File: src/rtl/gp_pkg.sv
package gp_pkg;
  // register and pin geometry
  localparam int unsigned REG_W   = 8;
  localparam int unsigned SEL_BIT = 6;
  // offsets expressed as (byte offset >> 1), odd byte only
  localparam int unsigned H_VER   = 0;
  localparam int unsigned H_DATA0 = 1;
  localparam int unsigned H_CTRL0 = 4;

  typedef enum logic [1:0] {
    RD_VER  = 2'd0,
    RD_DATA = 2'd1,
    RD_CTRL = 2'd2,
    RD_NONE = 2'd3
  } rd_kind_e;
endpackage

File: src/rtl/gp_decode.sv
module gp_decode
  import gp_pkg::*;
#(
  parameter int unsigned AW = 5,
  parameter int unsigned NP = 3,
  localparam int unsigned PW = (NP > 1) ? $clog2(NP) : 1
) (
  input  logic          acc_i,
  input  logic          wr_i,
  input  logic          word_i,
  input  logic [AW-1:0] addr_i,
  output rd_kind_e      rd_kind_o,
  output logic [PW-1:0] port_o,
  output logic [NP-1:0] data_we_o,
  output logic [NP-1:0] ctrl_we_o,
  output logic          bad_o
);
  logic [AW-1:0] eff;
  logic [AW-2:0] half;
  logic          odd;
  logic          hit_ver, hit_data, hit_ctrl;

  assign eff  = addr_i + AW'(word_i);
  assign half = eff[AW-1:1];
  assign odd  = eff[0];

  always_comb begin
    hit_ver  = odd && (int'(half) == H_VER);
    hit_data = 1'b0;
    hit_ctrl = 1'b0;
    port_o   = '0;
    for (int p = 0; p < NP; p++) begin
      if (odd && int'(half) == H_DATA0 + p) begin
        hit_data = 1'b1;
        port_o   = PW'(p);
      end
      if (odd && int'(half) == H_CTRL0 + p) begin
        hit_ctrl = 1'b1;
        port_o   = PW'(p);
      end
    end
  end

  always_comb begin
    if (hit_ver)       rd_kind_o = RD_VER;
    else if (hit_data) rd_kind_o = RD_DATA;
    else if (hit_ctrl) rd_kind_o = RD_CTRL;
    else               rd_kind_o = RD_NONE;
  end

  always_comb begin
    data_we_o = '0;
    ctrl_we_o = '0;
    if (acc_i && wr_i) begin
      for (int p = 0; p < NP; p++) begin
        data_we_o[p] = hit_data && (port_o == PW'(p));
        ctrl_we_o[p] = hit_ctrl && (port_o == PW'(p));
      end
    end
  end

  assign bad_o = acc_i && (wr_i ? !(hit_data || hit_ctrl)
                                : !(hit_ver || hit_data || hit_ctrl));
endmodule

File: src/rtl/gp_port.sv
module gp_port
  import gp_pkg::*;
(
  input  logic             clk,
  input  logic             rst_n,
  input  logic             data_we_i,
  input  logic             ctrl_we_i,
  input  logic [REG_W-1:0] wdata_i,
  input  logic [7:0]       pins_n_i,
  output logic [REG_W-1:0] data_o,
  output logic [REG_W-1:0] ctrl_o,
  output logic [REG_W-1:0] rd_o,
  output logic             sel_o
);
  logic [REG_W-1:0] data_q, data_d;
  logic [REG_W-1:0] ctrl_q, ctrl_d;
  logic [REG_W-1:0] pins;

  // next state
  always_comb begin
    data_d = data_q;
    ctrl_d = ctrl_q;
    if (data_we_i) data_d = wdata_i;
    if (ctrl_we_i) ctrl_d = wdata_i;
  end

  always_ff @(posedge clk or negedge rst_n) begin
    if (!rst_n) begin
      data_q <= '0;
      ctrl_q <= '0;
    end else begin
      data_q <= data_d;
      ctrl_q <= ctrl_d;
    end
  end

  // button group selection; pins are active-low and passed through
  always_comb begin
    if (data_q[SEL_BIT])
      pins = {2'b00, pins_n_i[5:0]};
    else
      pins = {2'b00, pins_n_i[7], pins_n_i[6], 2'b00, pins_n_i[1:0]};
  end

  assign rd_o   = (pins & ~ctrl_q) | (data_q & ctrl_q);
  assign data_o = data_q;
  assign ctrl_o = ctrl_q;
  assign sel_o  = data_q[SEL_BIT];

  // with select low, unmasked bits 2..3 never read as 1
  a_r4_gap_low: assert property (@(posedge clk) disable iff (!rst_n)
    (!data_q[SEL_BIT] && ctrl_q[3:2] == 2'b00) |-> rd_o[3:2] == 2'b00);
endmodule

File: src/rtl/gp_port_regs.sv
module gp_port_regs
  import gp_pkg::*;
#(
  parameter int unsigned AW   = 5,
  parameter int unsigned NPAD = 2,
  localparam int unsigned NP  = NPAD + 1,
  localparam int unsigned PW  = $clog2(NP)
) (
  input  logic             clk,
  input  logic             rst_n,
  input  logic             acc_i,
  input  logic             wr_i,
  input  logic             word_i,
  input  logic [AW-1:0]    addr_i,
  input  logic [REG_W-1:0] wdata_i,
  input  logic             pal_i,
  input  logic             export_i,
  input  logic [7:0]       pad0_n_i,
  input  logic [7:0]       pad1_n_i,
  output logic [REG_W-1:0] rdata_o,
  output logic             err_o,
  output logic [NP-1:0]    sel_o
);
  rd_kind_e         rd_kind;
  logic [PW-1:0]    port_idx;
  logic [NP-1:0]    data_we, ctrl_we;
  logic             dec_bad;
  logic [NPAD*8-1:0] pad_bus;
  logic [NP*REG_W-1:0] data_all, ctrl_all, rd_all;
  logic [REG_W-1:0] rdata_q, rdata_d;
  logic             rdata_en;
  logic             err_q, err_d;

  assign pad_bus = {pad1_n_i, pad0_n_i};

  gp_decode #(.AW(AW), .NP(NP)) u_dec (
    .acc_i     (acc_i),
    .wr_i      (wr_i),
    .word_i    (word_i),
    .addr_i    (addr_i),
    .rd_kind_o (rd_kind),
    .port_o    (port_idx),
    .data_we_o (data_we),
    .ctrl_we_o (ctrl_we),
    .bad_o     (dec_bad)
  );

  for (genvar p = 0; p < NP; p++) begin : g_port
    logic [7:0] pins_n;
    if (p < NPAD) begin : g_pad
      assign pins_n = pad_bus[p*8 +: 8];
    end else begin : g_exp
      assign pins_n = 8'h00;
    end
    gp_port u_port (
      .clk       (clk),
      .rst_n     (rst_n),
      .data_we_i (data_we[p]),
      .ctrl_we_i (ctrl_we[p]),
      .wdata_i   (wdata_i),
      .pins_n_i  (pins_n),
      .data_o    (data_all[p*REG_W +: REG_W]),
      .ctrl_o    (ctrl_all[p*REG_W +: REG_W]),
      .rd_o      (rd_all[p*REG_W +: REG_W]),
      .sel_o     (sel_o[p])
    );
  end

  // read data next state
  assign rdata_en = acc_i && !wr_i;

  always_comb begin
    rdata_d = rdata_q;
    if (rdata_en) begin
      rdata_d = '0;
      unique case (rd_kind)
        RD_VER: rdata_d = {export_i, pal_i, 1'b1, 5'b00000};
        RD_DATA: begin
          for (int p = 0; p < NP; p++)
            if (port_idx == PW'(p)) rdata_d = rd_all[p*REG_W +: REG_W];
        end
        RD_CTRL: begin
          for (int p = 0; p < NP; p++)
            if (port_idx == PW'(p)) rdata_d = ctrl_all[p*REG_W +: REG_W];
        end
        default: rdata_d = '0;
      endcase
    end
  end

  assign err_d = dec_bad;

  always_ff @(posedge clk or negedge rst_n) begin
    if (!rst_n) begin
      rdata_q <= '0;
      err_q   <= 1'b0;
    end else begin
      rdata_q <= rdata_d;
      err_q   <= err_d;
    end
  end

  assign rdata_o = rdata_q;
  assign err_o   = err_q;

  // version byte constant bits
  a_r2_version: assert property (@(posedge clk) disable iff (!rst_n)
    (acc_i && !wr_i && !word_i && addr_i == AW'(1))
    |=> (rdata_o[5] == 1'b1 && rdata_o[4:0] == 5'd0 && !err_o));

  // even byte read returns zero and flags an error
  a_r10_even_read: assert property (@(posedge clk) disable iff (!rst_n)
    (acc_i && !wr_i && !word_i && !addr_i[0]) |=> (err_o && rdata_o == '0));

  // rejected write leaves every register untouched
  a_r11_bad_write: assert property (@(posedge clk) disable iff (!rst_n)
    (acc_i && wr_i && dec_bad) |=> ($stable(data_all) && $stable(ctrl_all) && err_o));

  // read data holds unless a read strobe was seen
  a_r12_hold: assert property (@(posedge clk) disable iff (!rst_n)
    !(acc_i && !wr_i) |=> $stable(rdata_o));

  // select lines move only on writes
  a_r7_sel_stable: assert property (@(posedge clk) disable iff (!rst_n)
    !(acc_i && wr_i) |=> $stable(sel_o));
endmodule

File: config.mk
export PLATFORM = sky130hd
export DESIGN_NAME = gp_port_regs
export DESIGN_NICKNAME = d
export VERILOG_FILES = /design/src/rtl/gp_pkg.sv /design/src/rtl/gp_decode.sv /design/src/rtl/gp_port.sv /design/src/rtl/gp_port_regs.sv
export SDC_FILE = /design/constraint.sdc
export NUM_CORES = 1
export LEC_CHECK = 0
export BUFFER_PORTS_ARGS = -buffer_cell sky130_fd_sc_hd__buf_2
export CAP_MARGIN = 10
export CORE_UTILIZATION = 45
export DETAILED_ROUTE_END_ITERATION = 7
export PLACE_DENSITY = 0.66
export SLEW_MARGIN = 20
export SYNTH_ARGS = -nofsm -noshare
export SYNTH_HDL_FRONTEND = slang
export SYNTH_SLANG_ARGS = --single-unit
File: constraint.sdc
create_clock -name clk -period 1.85 [get_ports clk]
set_input_delay 0.37 -clock clk [delete_from_list [all_inputs] [get_ports clk]]
set_output_delay 0.37 -clock clk [all_outputs]
set_load 0.01 [all_outputs]
# Word-level counts from Yosys, hierarchy flattened
# Index checks and enable logic that the tools add are counted.
# word_totals
register_bits,57
rom_bits,0
mem_bits_rw,0
latchBits,0
wordCells,78
in_bits,36
memories,0
# classes
n_addsub,1
n_eq_ne,10
shifts,0
multipliers,0
n_div,0
bitwise,9
magnitude_cmp,0
reduce_logical,25
mux,25
# ops
op,n
8-bit two-way mux,6
8-bit bitwise AND,3
8-bit one-hot mux with 3 select lines,1
6-bit by 8-bit bitwise AND with 8-bit output,2
1-bit logical AND,16
8-bit NOT,2
8-bit bitwise OR,2
4-bit by 3-bit equality test with 1-bit output (second input constant),3
6-bit two-way mux,2
1-bit two-way mux,10
4-bit by 2-bit equality test with 1-bit output (second input constant),2
2-bit two-way mux,4
3-bit two-way mux,2
5-bit by 1-bit adder with 5-bit output,1
2-bit by 1-bit equality test with 1-bit output (second input constant),2
2-bit equality test (second input constant),2
4-bit by 1-bit equality test with 1-bit output (second input constant),1
2-bit logical NOT,2
4-bit logical NOT,1
1-bit logical NOT,3
1-bit logical OR,3

# Logic depth before layout (Yosys ltp)
# depth
ltp_word,12
mapped_depth,9

# Modules after synthesis
# A second synthesis with hierarchy kept.
# unflattened
hier_cells,288
hier_area_um2,3280.6
# by_module_without_submodules
module,cells_per_inst,instances,area_per_inst_um2
gp_port,51,3,708.2
gp_port_regs,82,1,778.2
gp_decode,53,1,377.9

# Worst setup path after synthesis
# OpenSTA, ideal clock, no wires.
# synth_path
path_type,in2reg
startpoint,input word_i
endpoint,register g_port[0].u_port.ctrl_q[0]
setup_slack_ps,-520
setup_ps,125
n_path_buf,1
path_stages,9
required_time_ps,1725
t_arrival_ps,2245
path_cell_list,ha_1 > ha_1 > and3_1 > o211ai_4 > nand2_2 > and4_4 > and2_1 > buf_6 > mux2_4
# synth_via
elab_chain_len,10
# synth_rtl
item,line_no,rtl
"start, declared",gp_port_regs.sv:13,"input logic word_i,"
5-bit by 1-bit adder with 5-bit output (*),gp_decode.sv:23,assign eff = addr_i + AW'(word_i);
4-bit by 2-bit equality test with 1-bit output,gp_decode.sv:33,if (odd && int'(half) == H_DATA0 + p) begin
1-bit logical AND,gp_decode.sv:33,
1-bit two-way mux,gp_decode.sv:33,
1-bit two-way mux,gp_decode.sv:37,if (odd && int'(half) == H_CTRL0 + p) begin
2-bit two-way mux,gp_decode.sv:33,
2-bit two-way mux,gp_decode.sv:37,
2-bit logical NOT,gp_decode.sv:57,ctrl_we_o[p] = hit_ctrl && (port_o == PW'(p));
1-bit logical AND (*),gp_decode.sv:57,
3-bit two-way mux (*),gp_decode.sv:54,if (acc_i && wr_i) begin
"end signal, assigned",gp_port.sv:33,ctrl_q <= ctrl_d;
"end, declared",gp_port.sv:16,"logic [REG_W-1:0] ctrl_q, ctrl_d;"
# Every way passes the cells marked *; elsewhere a longest branch is shown, timed or not.
# A chain may end at the register's enable or synchronous reset.

# Final worst setup path
# layout_path
startpoint,input word_i
endpoint,register g_port[2].u_port.data_q[0]
# layout_via
elab_chain_len,10
# layout_rtl
item,line_no,rtl
5-bit by 1-bit adder with 5-bit output (*),gp_decode.sv:23,
4-bit by 2-bit equality test with 1-bit output,gp_decode.sv:33,
1-bit logical AND,gp_decode.sv:33,
1-bit two-way mux,gp_decode.sv:33,
1-bit two-way mux,gp_decode.sv:37,
2-bit two-way mux,gp_decode.sv:33,
2-bit two-way mux,gp_decode.sv:37,
2-bit equality test,gp_decode.sv:56,data_we_o[p] = hit_data && (port_o == PW'(p));
1-bit logical AND (*),gp_decode.sv:56,
3-bit two-way mux (*),gp_decode.sv:54,
"end signal, assigned",gp_port.sv:32,data_q <= data_d;
"end, declared",gp_port.sv:15,"logic [REG_W-1:0] data_q, data_d;"
# Marked as above.

==> results.json <==
{
  "track_usage": 0.250,
  "r2r-start": "g_port[1].u_port.data_o[6]$_DFFE_PN0P_",
  "cp_max_fo": 8,
  "fmax_mhz": 516,
  "finClkSkew_ns": 0.00530,
  "ir_drop_uv": 563,
  "setup_ws_ns": -0.0865,
  "root_buffer": "clkbuf_8",
  "ios": 48,
  "clk_pin_slew_ns": 0.06,
  "clkSinkCount": 57,
  "p_per_area_nw_per_um2": 832,
  "endpoint": "g_port[2].u_port.data_o[0]$_DFFE_PN0P_",
  "arrival_ns": 2.16,
  "rows": 29,
  "yosys-top-cells-area": "dfrtp_1 46%, mux2_2 14%, mux2_4 6.8%",
  "met3_usage": 0.0580,
  "htreeDepth": 3,
  "synth_area_per_cell_um2": 11.9,
  "multiInputGateArea_um2": 1790,
  "die_area_um2": 7150,
  "grt_max_degree": 58,
  "netlist_area_um2": 3070,
  "worstPathRequired_ns": 2.07,
  "dp_cells": 425,
  "syn_nets": 297,
  "nFillCells": 501,
  "ff_latch_area_um2": 1430,
  "finalSetupViolCount": 42,
  "die-height_um": 84.6,
  "violations": "design-rule violations, negative setup slack",
  "vias": 2469,
  "viasPerCell": 5.51,
  "antenna_found_initial": 0,
  "regToRegSetupSlack_ns": 0.16,
  "hold_viol_final": 0,
  "use_met2": 0.391,
  "remaining_drc_errors": 3,
  "netlist_top_cells_count": "57 x dfrtp_1, 38 x mux2_2, 30 x nand2_1",
  "tightest_slew_ns": 0.393,
  "dpl_cell_area_um2": 3810,
  "hp-class": "input pin to async pin",
  "core-area_um2": 6460,
  "seq_area_frac_synth": 0.465,
  "reg2reg_depth": 5,
  "netlist_instances": 259,
  "port_buffers": 47,
  "postCtsHoldBufs": 0,
  "clk_path_buf_depth": 2,
  "post_drt_wl_per_cell_um": 18.5,
  "die_x_um": 84.6,
  "synthArstFlopShare": 1.00,
  "yosysMostFrequentCell": "dfrtp_1",
  "synth_edf_count": 0,
  "start_util": 0.475,
  "fin_cells": 448,
  "crit_path_start": "word_i",
  "fin_util": 0.663,
  "finalPower_mw": 3.56,
  "status": "finished, violations left",
  "min_period_over_period": 1.05,
  "fin_nets": 404,
  "place.gp.congestion": 0.860,
  "tns_ns": -2.05,
  "drive_above_1_share": 0.555,
  "yosys.area.top_type": "dfrtp_1",
  "crit_path_end_kind": "register",
  "maxCapViolations": 0,
  "grt_pass1_vias": 2677,
  "fin_crit_ns": 1.94,
  "insertion_delay_ns": 0.34,
  "cts_made_buffers": 9,
  "synth_seq_cells": 57,
  "synth_ff_type": "dfrtp_1",
  "ys_warn_count": 0,
  "drtAntennaViolNets": 0,
  "leakagePower_nw": 2.10,
  "cts_tree": "yes",
  "design_area_um2": 4280,
  "rsz0062_at_grt": "yes",
  "grt_busiest_layer": "met2",
  "area_delta_synth_final_pct": 39.5,
  "grtUsageMet1": 0.331,
  "r2r-end": "rdata_o[5]$_DFFE_PN0P_",
  "routed_wl_um": 8300,
  "hpwl_um": 5650,
  "path_class": "input pin to register",
  "drtPass1Iterations": 6,
  "final-max-slew-violation-count": 0,
  "max-slew-margin-rel": 0.738,
  "yosysTopAreaCellShare": 0.465,
  "grt-ovfl-total": 0,
  "n_antenna_cell": 0,
  "start_kind": "input pin",
  "ys_types": 49,
  "drtIter0Drc": 124,
  "grt_pass1_wl_um": 13500
}
[logic make-up after synthesis]
logic type                 Yosys count  synth area share
AOI/OAI and AO/OA                   52             0.132
xor gates and xnor gates             3            0.0110
and+or+nand+nor                     78             0.137
DFF                                 57             0.465
muxes                               57             0.224
adders and majority gates            2           0.00815
buffers and inverters               10            0.0232
[through the flow]
stage	setup slack, ns	hold WS (ns)
final	-0.0865	0.0284
after global routing	-0.115	0.0433
after CTS	-0.0461	0.0304
after detailed placement	-0.489	0.394
after global placement	-0.484	0.380
after floorplan	-0.265	0.0744
[final cells by class]
| cell class | instances | area share |
|---|---|---|
| clock inverter | 2 | 0.00818 |
| inverter | 1 | 0.000877 |
| timing repair buffer | 105 | 0.176 |
| tap | 77 | 0.0225 |
| multi-input combinational | 192 | 0.419 |
| sequential | 57 | 0.333 |
| clock buffer | 14 | 0.0403 |
[what timing repair did]
action | in CTS | in global routing
setup buffers | 5 | 2
resized for setup | 34 | 17
pin swaps | 16 | 11
endpoints found under the setup margin | 55 | 56
[layer usage]
| metal | vias up | part of all wire |
|---|---|---|
| li1 | 1180 | - |
| met5 | - | 0 |
| met1 | 1200 | 0.47 |
| met2 | 70 | 0.46 |
| met3 | 19 | 0.044 |
| met4 | 0 | 0.030 |
[state kept, by name, indices dropped and copies added, names as in the netlist]
register,cells
g_port.u_port.data_o,24
g_port.u_port.ctrl_o,24
rdata_o,8
err_o,1
[worst min path at each step]
stage,start,to
2_1_floorplan,rst_n,err_o$_DFF_PN0_
3_3_place_gp,rst_n,err_o$_DFF_PN0_
3_5_place_dp,rst_n,err_o$_DFF_PN0_
4_1_cts,rst_n,g_port[0].u_port.data_o[1]$_DFFE_PN0P_
5_1_grt,rst_n,err_o$_DFF_PN0_
6_report,rst_n,err_o$_DFF_PN0_
[layout by cell type, fill, tap and decap left out, types with 3 or more instances in the layout]
cell type  count
dfrtp_1       57
buf_4         46
buf_2         45
mux2_4        30
nand2_1       29
mux2_2        22
nand3_1       13
clkbuf_8      12
buf_6         11
o21ai_0       10
and3_1         6
a22oi_1        6
o211ai_1       5
mux2i_1        5
nor2_1         4
a21oi_1        4
and3_4         3
a21o_1         3
buf_12         3
[worst max-delay path: stages]
cell and delay (ns):
buf_6 0.10, ha_4 0.17, ha_4 0.19, and3_4 0.18, o211ai_4 0.26, a31oi_4 0.14
and3_4 0.22, nand3_4 0.17, mux2_2 0.36
[report_power, final]
part,total [mW],leakage (nW),switching (mW),internal [mW]
logic,0.749,1.23,0.308,0.441
registers,1.60,0.764,0.157,1.44
clock network,1.21,0.107,0.478,0.731
No activity file was read; power rests on OpenSTA's default activity.
